**config.mk**
```make
export PLATFORM = sky130hd
export DESIGN_NAME = cfg_item_port
export DESIGN_NICKNAME = d
export VERILOG_FILES = /design/src/rtl/cfg_item_pkg.sv /design/src/rtl/cfg_key_decode.sv /design/src/rtl/cfg_access_check.sv /design/src/rtl/cfg_item_store.sv /design/src/rtl/cfg_item_port.sv
export SDC_FILE = /design/constraint.sdc
export NUM_CORES = 1
export LEC_CHECK = 0
export ABC_AREA = 1
export BUFFER_PORTS_ARGS = -buffer_cell sky130_fd_sc_hd__clkbuf_2
export CORE_ASPECT_RATIO = 2
export CORE_UTILIZATION = 29
export CTS_CLUSTER_DIAMETER = 120
export DETAILED_ROUTE_END_ITERATION = 8
export HOLD_SLACK_MARGIN = 0.1
export SKIP_LAST_GASP = 1
export SYNTH_ARGS = -nofsm -noshare
export SYNTH_HDL_FRONTEND = slang
export SYNTH_HIERARCHICAL = 1
export SYNTH_SLANG_ARGS = --single-unit
export TNS_END_PERCENT = 100
```
**constraint.sdc**
```tcl
create_clock -name clk -period 2.8 [get_ports clk]
set_clock_uncertainty 0.1 [all_clocks]
set_input_delay 0.28 -clock clk [delete_from_list [all_inputs] [get_ports clk]]
set_output_delay 0.28 -clock clk [all_outputs]
set_load 0.005 [all_outputs]
```
**src/rtl/cfg_item_pkg.sv**
```systemverilog
package cfg_item_pkg;

    // Position of the bank flag inside the 16-bit key.
    localparam int ARCH_BIT = 14;

    typedef enum logic [1:0] {
        WIN_COMB = 2'd0,
        WIN_CTRL = 2'd1,
        WIN_DATA = 2'd2,
        WIN_NONE = 2'd3
    } win_e;

    typedef enum logic [1:0] {
        OP_REJECT = 2'd0,
        OP_SELECT = 2'd1,
        OP_READ   = 2'd2,
        OP_IGNORE = 2'd3
    } op_e;

    // Length in bytes of entry (bank, idx).
    function automatic int unsigned item_len(int unsigned bank, int unsigned idx,
                                             int unsigned max_len);
        if (bank == 0 && idx <= 1) return 4;
        if (bank == 0 && idx == 2) return 0;
        return ((idx * 5 + bank * 3) % max_len) + 1;
    endfunction

    // Content byte k of entry (bank, idx).
    function automatic logic [7:0] item_byte(int unsigned bank, int unsigned idx,
                                             int unsigned k, bit dma);
        if (bank == 0 && idx == 0) begin
            case (k)
                0:       return 8'h4B;
                1:       return 8'h43;
                2:       return 8'h46;
                default: return 8'h47;
            endcase
        end
        if (bank == 0 && idx == 1) return (k == 0) ? {6'd0, dma, 1'b1} : 8'h00;
        return 8'((bank * 128 + idx * 16 + k) % 256);
    endfunction

endpackage

```
**src/rtl/cfg_key_decode.sv**
```systemverilog
module cfg_key_decode
    import cfg_item_pkg::*;
#(
    parameter int NUM_ENTRIES = 8,
    localparam int IDX_W = (NUM_ENTRIES > 1) ? $clog2(NUM_ENTRIES) : 1
) (
    input  logic [15:0]      key,
    output logic             key_bank,
    output logic [IDX_W-1:0] key_idx,
    output logic             key_valid
);
    logic [ARCH_BIT-1:0] masked;
    logic                unused_top_bit;

    assign masked         = key[ARCH_BIT-1:0];
    assign key_bank       = key[ARCH_BIT];
    assign key_idx        = masked[IDX_W-1:0];
    assign key_valid      = (32'(masked) < NUM_ENTRIES);
    assign unused_top_bit = key[15];
endmodule

```
**src/rtl/cfg_access_check.sv**
```systemverilog
module cfg_access_check
    import cfg_item_pkg::*;
#(
    parameter int DATA_BYTES = 8,
    localparam int SZ_W = $clog2(DATA_BYTES + 1)
) (
    input  logic            acc_valid,
    input  logic [1:0]      acc_win,
    input  logic            acc_addr,
    input  logic            acc_write,
    input  logic [SZ_W-1:0] acc_size,
    output op_e             op,
    output logic            key_be
);
    win_e win;
    assign win    = win_e'(acc_win);
    assign key_be = (win == WIN_CTRL);

    always_comb begin
        op = OP_REJECT;
        if (acc_valid) begin
            case (win)
                WIN_COMB: begin
                    if (acc_size == SZ_W'(1))
                        op = acc_write ? OP_IGNORE : OP_READ;
                    else if (acc_size == SZ_W'(2) && acc_write && !acc_addr)
                        op = OP_SELECT;
                end
                WIN_CTRL: begin
                    if (acc_size == SZ_W'(2) && acc_write && !acc_addr)
                        op = OP_SELECT;
                end
                WIN_DATA: begin
                    if (!acc_addr && acc_size != '0 && 32'(acc_size) <= DATA_BYTES)
                        op = acc_write ? OP_IGNORE : OP_READ;
                end
                default: op = OP_REJECT;
            endcase
        end
    end
endmodule

```
**src/rtl/cfg_item_store.sv**
```systemverilog
module cfg_item_store
    import cfg_item_pkg::*;
#(
    parameter int NUM_ENTRIES = 8,
    parameter int MAX_LEN     = 16,
    parameter int DATA_BYTES  = 8,
    parameter bit DMA_PRESENT = 1'b0,
    localparam int IDX_W = (NUM_ENTRIES > 1) ? $clog2(NUM_ENTRIES) : 1,
    localparam int OFS_W = $clog2(MAX_LEN + 1),
    localparam int ADR_W = (MAX_LEN > 1) ? $clog2(MAX_LEN) : 1,
    localparam int POS_W = $clog2(MAX_LEN + DATA_BYTES + 1)
) (
    input  logic                    rd_bank,
    input  logic [IDX_W-1:0]        rd_idx,
    input  logic [OFS_W-1:0]        rd_ofs,
    output logic [OFS_W-1:0]        rd_len,
    output logic [8*DATA_BYTES-1:0] rd_bytes
);
    logic [7:0]       rom_byte [2][NUM_ENTRIES][MAX_LEN];
    logic [OFS_W-1:0] len_tab  [2][NUM_ENTRIES];

    // Contents fixed at elaboration from the package fill functions.
    for (genvar b = 0; b < 2; b++) begin : g_bank
        for (genvar i = 0; i < NUM_ENTRIES; i++) begin : g_ent
            assign len_tab[b][i] = OFS_W'(item_len(b, i, MAX_LEN));
            for (genvar k = 0; k < MAX_LEN; k++) begin : g_byte
                assign rom_byte[b][i][k] = item_byte(b, i, k, DMA_PRESENT);
            end
        end
    end

    assign rd_len = len_tab[rd_bank][rd_idx];

    // One read port per byte lane; lanes past the item end give zero.
    for (genvar j = 0; j < DATA_BYTES; j++) begin : g_lane
        logic [POS_W-1:0] pos;
        assign pos = POS_W'(rd_ofs) + POS_W'(j);
        assign rd_bytes[j*8 +: 8] = (pos < POS_W'(rd_len)) ?
                                    rom_byte[rd_bank][rd_idx][pos[ADR_W-1:0]] : 8'h00;
    end
endmodule

```
**src/rtl/cfg_item_port.sv**
```systemverilog
module cfg_item_port
    import cfg_item_pkg::*;
#(
    parameter int NUM_ENTRIES = 8,
    parameter int MAX_LEN     = 16,
    parameter int DATA_BYTES  = 8,
    parameter bit DMA_PRESENT = 1'b0,
    localparam int SZ_W  = $clog2(DATA_BYTES + 1),
    localparam int IDX_W = (NUM_ENTRIES > 1) ? $clog2(NUM_ENTRIES) : 1,
    localparam int OFS_W = $clog2(MAX_LEN + 1),
    localparam int DW    = 8 * DATA_BYTES
) (
    input  logic            clk,
    input  logic            rst_n,
    input  logic            acc_valid,
    input  logic [1:0]      acc_win,
    input  logic            acc_addr,
    input  logic            acc_write,
    input  logic [SZ_W-1:0] acc_size,
    input  logic [15:0]     acc_wdata,
    output logic            acc_ack,
    output logic [DW-1:0]   acc_rdata
);
    typedef struct packed {
        logic             cur_valid;
        logic             cur_bank;
        logic [IDX_W-1:0] cur_idx;
        logic [OFS_W-1:0] ofs;
        logic             ack;
        logic [DW-1:0]    rdata;
    } state_t;

    localparam state_t RST = '{cur_valid: 1'b1, cur_bank: 1'b0, cur_idx: '0,
                               ofs: '0, ack: 1'b0, rdata: '0};

    state_t st_d, st_q;

    op_e              op;
    logic             key_be;
    logic [15:0]      sel_key;
    logic             dec_bank;
    logic [IDX_W-1:0] dec_idx;
    logic             dec_valid;
    logic [OFS_W-1:0] item_len_w;
    logic [DW-1:0]    item_bytes;
    int               rd_n;
    logic [DW-1:0]    wide;
    logic [DW-1:0]    packed_rd;
    int               ofs_sum;

    cfg_access_check #(.DATA_BYTES(DATA_BYTES)) u_check (
        .acc_valid (acc_valid),
        .acc_win   (acc_win),
        .acc_addr  (acc_addr),
        .acc_write (acc_write),
        .acc_size  (acc_size),
        .op        (op),
        .key_be    (key_be)
    );

    // Control window is big-endian, combined window little-endian.
    assign sel_key = key_be ? {acc_wdata[7:0], acc_wdata[15:8]} : acc_wdata;

    cfg_key_decode #(.NUM_ENTRIES(NUM_ENTRIES)) u_dec (
        .key       (sel_key),
        .key_bank  (dec_bank),
        .key_idx   (dec_idx),
        .key_valid (dec_valid)
    );

    cfg_item_store #(
        .NUM_ENTRIES (NUM_ENTRIES),
        .MAX_LEN     (MAX_LEN),
        .DATA_BYTES  (DATA_BYTES),
        .DMA_PRESENT (DMA_PRESENT)
    ) u_store (
        .rd_bank  (st_q.cur_bank),
        .rd_idx   (st_q.cur_idx),
        .rd_ofs   (st_q.ofs),
        .rd_len   (item_len_w),
        .rd_bytes (item_bytes)
    );

    // Byte count of this read: combined window is always one byte.
    assign rd_n = (win_e'(acc_win) == WIN_DATA) ? int'(acc_size) : 1;

    // Pack lanes most-significant-first into the low rd_n bytes.
    always_comb begin
        wide = '0;
        for (int j = 0; j < DATA_BYTES; j++) begin
            if (j < rd_n && st_q.cur_valid)
                wide[(DATA_BYTES-1-j)*8 +: 8] = item_bytes[j*8 +: 8];
        end
        packed_rd = wide >> (8 * (DATA_BYTES - rd_n));
    end

    always_comb begin
        st_d       = st_q;
        st_d.ack   = 1'b0;
        st_d.rdata = '0;
        ofs_sum    = int'(st_q.ofs) + rd_n;
        case (op)
            OP_SELECT: begin
                st_d.ack       = 1'b1;
                st_d.cur_valid = dec_valid;
                st_d.cur_bank  = dec_bank;
                st_d.cur_idx   = dec_idx;
                st_d.ofs       = '0;
            end
            OP_READ: begin
                st_d.ack   = 1'b1;
                st_d.rdata = packed_rd;
                if (st_q.cur_valid && st_q.ofs < item_len_w)
                    st_d.ofs = (ofs_sum >= int'(item_len_w)) ? item_len_w : OFS_W'(ofs_sum);
            end
            OP_IGNORE: st_d.ack = 1'b1;
            default:   st_d.ack = 1'b0;
        endcase
    end

    always_ff @(posedge clk) begin
        if (!rst_n) st_q <= RST;
        else        st_q <= st_d;
    end

    assign acc_ack   = st_q.ack;
    assign acc_rdata = st_q.rdata;

    AST_SEL_CLEARS_OFS: assert property (@(posedge clk) disable iff (!rst_n)
        (op == OP_SELECT) |=> (st_q.ofs == '0));

    AST_INVALID_READS_ZERO: assert property (@(posedge clk) disable iff (!rst_n)
        (op == OP_READ && !st_q.cur_valid) |=> (acc_rdata == '0));

    AST_READ_NO_REWIND: assert property (@(posedge clk) disable iff (!rst_n)
        (op == OP_READ) |=> (st_q.ofs >= $past(st_q.ofs)));

    AST_OFS_WITHIN_LEN: assert property (@(posedge clk) disable iff (!rst_n)
        st_q.cur_valid |-> (st_q.ofs <= item_len_w));

    AST_IGNORE_HOLDS: assert property (@(posedge clk) disable iff (!rst_n)
        (op == OP_IGNORE) |=> ($stable(st_q.ofs) && acc_ack));

    AST_REJECT_HOLDS: assert property (@(posedge clk) disable iff (!rst_n)
        (acc_valid && op == OP_REJECT) |=>
            (!acc_ack && $stable(st_q.ofs) && $stable(st_q.cur_idx)
             && $stable(st_q.cur_bank) && $stable(st_q.cur_valid)));
endmodule

```
---- After elaboration in Yosys (flattened, before gate mapping) ----
Index checks and enable logic that the tools add are counted.
operators by class
  reduce and logical (&&, ||, !) cells .... 20
  $add $sub $neg .......................... 9
  mux-type cells .......................... 64
  div/mod/pow operators ................... 0
  bitwise logic cells ..................... 10
  $lt $le $gt $ge ......................... 29
  multiply operators ...................... 0
  shifts and indexed selects .............. 1
  equality and inequality tests ........... 8
operators with widths
  operator               number
  $mux W1024             3
  $bmux W128 S3          1
  $bmux W8 S4            8
  $mux W128              2
  $mux W8                32
  $mux W40               2
  $shr A64 B32 Y64       1
  $ge A5 B5 Y1 const B   8
  $lt A5 B5 Y1           8
  $not A4 Y5             8
  $mux W34               1
  $add A5 B3 Y5 const B  4
  $mux W5                4
  $lt A3 B4 Y1 const A   4
  $bmux W5 S3            1
  $mux W15               1
  $lt A14 B4 Y1 const B  1
  $logic_and A1 B1 Y1    13
  $add A5 B2 Y5 const B  2
  $pmux W5 S2            1
  $lt A1 B4 Y1 const A   2
  $lt A2 B4 Y1 const A   2
  $add A5 B4 Y6          1
  $eq A2 B2 Y1 const B   3
  other kinds (22)       28
word-level totals
  ROM bits ................................ 0
  bits of input ports ..................... 27
  bits in latches ......................... 0
  RAM bits ................................ 0
  output and inout bits ................... 65
  logic and storage cells ................. 147
  memories ................................ 0
  bits in registers ....................... 75

---- Longest topological paths before layout ----
  word-level depth ........................ 13
  gate-level depth with buffers ........... 24
  gate-level depth less buffers ........... 23

---- Hierarchy ----
The synthesis kept the hierarchy.
modules (own cells, without submodules)
  module            times used  area an instance (um2)  seq. area each (um2)  cells each
  cfg_item_port     1           5373.9                  1501.4                802
  cfg_item_store    1           2150.8                  0.0                   390
  cfg_access_check  1           105.1                   0.0                   23
  cfg_key_decode    1           92.6                    0.0                   20

---- Worst setup path before layout ----
Ideal clock, no wire load.
  path type ............................... input-to-reg
  start ................................... in acc_win[1]
  end ..................................... reg st_q[68] (netlist bit)
  required time ........................... 2579 ps
  buffers on the path ..................... 1
  cell stages on the path ................. 23
  path slack .............................. -98 ps
  library setup time ...................... 121 ps
  arrival time ............................ 2676 ps
  cell sequence ........................... inv_2 -> nor2_4 -> inv_2 -> nor2_4 -> inv_2 -> clkbuf_1 -> ha_1 -> ha_1 -> inv_1 -> nand2_1 -> xor2_1 -> inv_1 -> ha_1 -> nand2_1 -> inv_1 -> nand2_1 -> nand2_1 -> a21oi_1 -> nand2_1 -> nand2_1 -> nand2_1 -> nand2_1 -> a21oi_1
between the ends
  word-level cells in the longest chain between the ends .. 7
  elaborated cells between the ends (all ways) .. 16
  those cells by class .................... add/sub: 1; order compare: 1; eq/ne: 5; mux: 6; reduce/logical: 3
ends and longest elaborated chain
  element               RTL line                                     text
  start, declared       cfg_item_port.sv:16                          input logic [1:0] acc_win,
  $eq A2 B2 Y1          cfg_access_check.sv:22, cfg_item_port.sv:85
  $mux W4               cfg_item_port.sv:85                          assign rd_n = (win_e'(acc_win) == WIN_DATA) ? int'(acc_size) : 1;
  $add A5 B4 Y6         cfg_item_port.sv:101                         ofs_sum = int'(st_q.ofs) + rd_n;
  $ge A6 B5 Y1          cfg_item_port.sv:114                         st_d.ofs = (ofs_sum >= int'(item_len_w)) ? item_len_w : OFS_W'(ofs_sum);
  $mux W5               cfg_item_port.sv:114
  $mux W5               cfg_item_port.sv:113                         if (st_q.cur_valid && st_q.ofs < item_len_w)
  $pmux W5 S2           cfg_item_port.sv:102                         case (op)
  end signal, assigned  cfg_item_port.sv:123                         else st_q <= st_d;
  end, declared         cfg_item_port.sv:36                          state_t st_d, st_q;
Several ways; a longest one is shown, not always the timed one. The select of a mux whose other input is x is not followed.
A chain may end at the register's enable or synchronous reset.

---- Final worst setup path ----
  start ................................... reg st_q[73] (netlist bit)
  end ..................................... reg st_q (netlist bit acc_rdata[15])
between the ends
  word-level cells in the longest chain between the ends .. 13
  elaborated cells between the ends (all ways) .. 62
  those cells by class .................... order compare: 8; shift: 1; mux: 52; bitwise: 1
ends and longest elaborated chain
  element                                        RTL line                                    text
  $not A1 Y2 (not written as such) *             cfg_item_store.sv:32, cfg_item_store.sv:39
  $mux W1024 (not written as such) (3 in a row)  cfg_item_store.sv:39                        rom_byte[rd_bank][rd_idx][pos[ADR_W-1:0]] : 8'h00;
  $bmux W128 S3                                  cfg_item_store.sv:39
  $mux W128 (not written as such) (2 in a row)   cfg_item_store.sv:39
  $bmux W8 S4                                    cfg_item_store.sv:39
  $mux W8 (not written as such) (2 in a row)     cfg_item_store.sv:39
  $mux W8 *                                      cfg_item_store.sv:38                        assign rd_bytes[j*8 +: 8] = (pos < POS_W'(rd_len)) ?
  net item_bytes[23]                             cfg_item_port.sv:45                         logic [DW-1:0] item_bytes;
  $mux W8 *                                      cfg_item_port.sv:91                         if (j < rd_n && st_q.cur_valid)
  $shr A64 B32 Y64 *                             cfg_item_port.sv:94                         packed_rd = wide >> (8 * (DATA_BYTES - rd_n));
Mark *: on every way through the listed nets, which the timed path passes. The rest lies on a longest branch. The select of a mux whose other input is x is not followed.

==> flow_summary_export.csv <==
group,metric,value,unit
routing,via_per_inst,5.23,
pwr,irDropWorstVdd,0.294,mV
status,violations,"negative setup slack",
timing,fmax,0.345,GHz
logic_synthesis,syn_area,7710,sq um
hold_path,holdPathStages,5,
timing,fin_crit_sh,104,%
global_route,antenna_found_initial,0,
pwr,powerDensity,304,nW/um^2
clock_tree,insertion_delay,0.36,ns
timing,maxSlewHeadroom,41.2,%
timing,tns,-0.982,ns
timing,hold_ws,0.181,ns
setup_path,crit_required,2.94,ns
routing,wl_per_cell,18.3,microns
floorplan,boundaryPins,92,
setup_path,worstPathMaxFanout,8,
timing,rsz0062_at_grt,"true",
setup_path,worst-r2r-cell-count,19,
finish,final_area,10500,sq um
timing,slew_violations,0,
logic_synthesis,syn_avg_cell_area,6.26,sq um
finish,drive_gt1_share,36.7,%
setup_path,r2r_end,"acc_rdata[15]",
finish,finalNetCount,1459,
setup_path,crit_slowest_cell,"dfxtp_4",
floorplan,dieArea,27300,sq um
clock_tree,cts_root_buf,"clkbuf_16",
clock_tree,clkTransAtPathRegs,0.06,ns
setup_path,critPathCaptureType,"flip-flop",
floorplan,start_util,29.5,%
clock_tree,cts-root-to-sink-buffers,2,
routing,dr.pass1.iters,5,
global_route,overflow,0,
clock_tree,h-tree-depth,3,
timing,fin_ws,-0.101,ns
pwr,p_leak,4.96,nW
setup_path,crit_buf_inv,7,
logic_synthesis,yosys_warnings,6,
status,status,"finished with violations",
setup_path,worstReg2RegStart,"st_q[73]",
hold_path,hold_end,"st_q[71]",
setup_path,critPathMaxStageDelay,0.36,ns
routing,drt_wl_total,31.5,mm
logic_synthesis,synthCells,1233,
setup_path,reg2reg_setup_slack,-0.10,ns
setup_path,critical_path_class,"reg2reg",
timing,worstMarginPinSlew,0.882,ns
floorplan,rows,84,
setup_path,cp_top_family,"buffers and inverters",
hold_path,hp-start,"acc_wdata[9]",
routing,drc,0,
hold_path,min_path_type,"in2reg",
global_route,grt_pass1_vias,8606,
floorplan,coreArea,26200,sq um
routing,vias,9015,
place,place_area,9070,sq um
setup_path,cpMostUsedCell,"buf_4",
place,port_buffers,91,
run,max_cap_violations,0,
finish,antenna_cells,0,
global_route,grt_first_pass_wirelength,46.6,mm
place,pre_cts_ws,-0.368,ns
place,dpl.hpwl,23.6,mm
routing,first_iter_violations,612,
clock_tree,cts.sinks,75,
finish,fin_util,40.2,%
finish,area_delta_synth_final,36.5,%
clock_tree,cts_tree,"yes",
setup_path,start_kind,"flip-flop",
logic_synthesis,syn_nets,1316,
floorplan,die_x,117,microns
timing,fin_crit,2.90,ns
setup_path,worst_ep_arrival_time,3.04,ns
global_route,grt_max_degree,81,
timing,finalHoldViolations,0,
place,globalplace.congestion,0.990,
global_route,grtUsageTotal,22.7,%
setup_path,path_cells,"inv_4, buf_12, ha_4, buf_4, nand2_2, nand2_2, o21ai_4, buf_4, buf_6, xor2_2, nand2_1, nand2_4, buf_4, nor2_1, buf_4, nand4_1, nand3_2, o211ai_1, nand2_1",
floorplan,die_h,233,microns
clock_tree,cts_buffers,9,
timing,finalSetupViolations,28,
routing,antenna_left,0,
repair_timing:
action,4_1_cts,5_1_grt
setup endpoints to repair,69,68
pin swaps,47,91
hold buffers,1,0
gates resized for setup,122,145
hold endpoints to repair,1,0
buffers inserted,4,13
final cells by class:
| cell class | instances | area, sq um |
|---|---|---|
| fillers | 2757 | 15600 |
| multi-input cells | 892 | 5840 |
| repair buffers | 266 | 1970 |
| flip-flops and latches | 75 | 1520 |
| inverters | 132 | 507 |
| well taps | 344 | 430 |
| clock buffers | 10 | 229 |
| clock inverters | 5 | 38.8 |
sequential cells by signal, summed over array words and instances, names as in the netlist:
| register | cells |
|---|---|
| acc_rdata | 64 |
| st_q | 10 |
| acc_ack | 1 |
placed cells by master (no fill, tap or decap), drive strengths merged, types with 49 or more instances in the layout:
cell      n
clkbuf  101
o21ai    60
nor2    172
dfxtp    75
nand3   156
ha       56
buf     174
a21oi    49
inv     131
nand2   222
nand4   105
metal layers:
layer  track usage (%)  vias to the layer above  share of wire (%)
met3              3.55                      150                4.1
met5                 0                        -                  0
met2              44.2                      348                 55
met4              19.5                        0                9.2
li1                  -                     4364                  -
met1              19.9                     4153                 32
worst max path at each step:
stage | from | to | slack (ns) | cells past startpoint
6_report | st_q[73] | acc_rdata[15] | -0.10 | 19
5_1_grt | st_q[73] | acc_rdata[15] | -0.19 | 19
4_1_cts | st_q[70] | acc_rdata[32] | -0.02 | 18
3_5_place_dp | st_q[73] | acc_rdata[24] | -0.37 | 19
3_3_place_gp | st_q[73] | acc_rdata[24] | -0.35 | 19
2_1_floorplan | st_q[73] | acc_rdata[12] | 0.02 | 17
report_power, final:
| part | internal [W] | total [W] | switching [W] | leakage (nW) |
|---|---|---|---|---|
| sequential | 0.00107 | 0.00107 | 0.00000513 | 0.608 |
| combinational | 0.000369 | 0.00102 | 0.000648 | 4.22 |
| clock | 0.000600 | 0.00111 | 0.000506 | 0.129 |
| total | 0.00204 | 0.00320 | 0.00116 | 4.96 |
worst reg2reg max path, cell delays in order (launching register included):
cell	delay [ns]
dfxtp_4	0.36
inv_4	0.06
buf_12	0.12
ha_4	0.15
buf_4	0.13
nand2_2	0.06
nand2_2	0.06
o21ai_4	0.27
buf_4	0.18
buf_6	0.12
xor2_2	0.19
nand2_1	0.11
nand2_4	0.14
buf_4	0.13
nor2_1	0.03
buf_4	0.16
nand4_1	0.14
nand3_2	0.10
o211ai_1	0.10
nand2_1	0.08
stage by stage:
step	power [W]	instances
finish	0.00320	1724
global route	0.00334	1724
CTS	0.00311	1712
detailed placement	0.00193	1692
global placement	0.00192	1692
floorplan	0.00159	1233
Note: power is estimated with default switching activity, not from simulation.
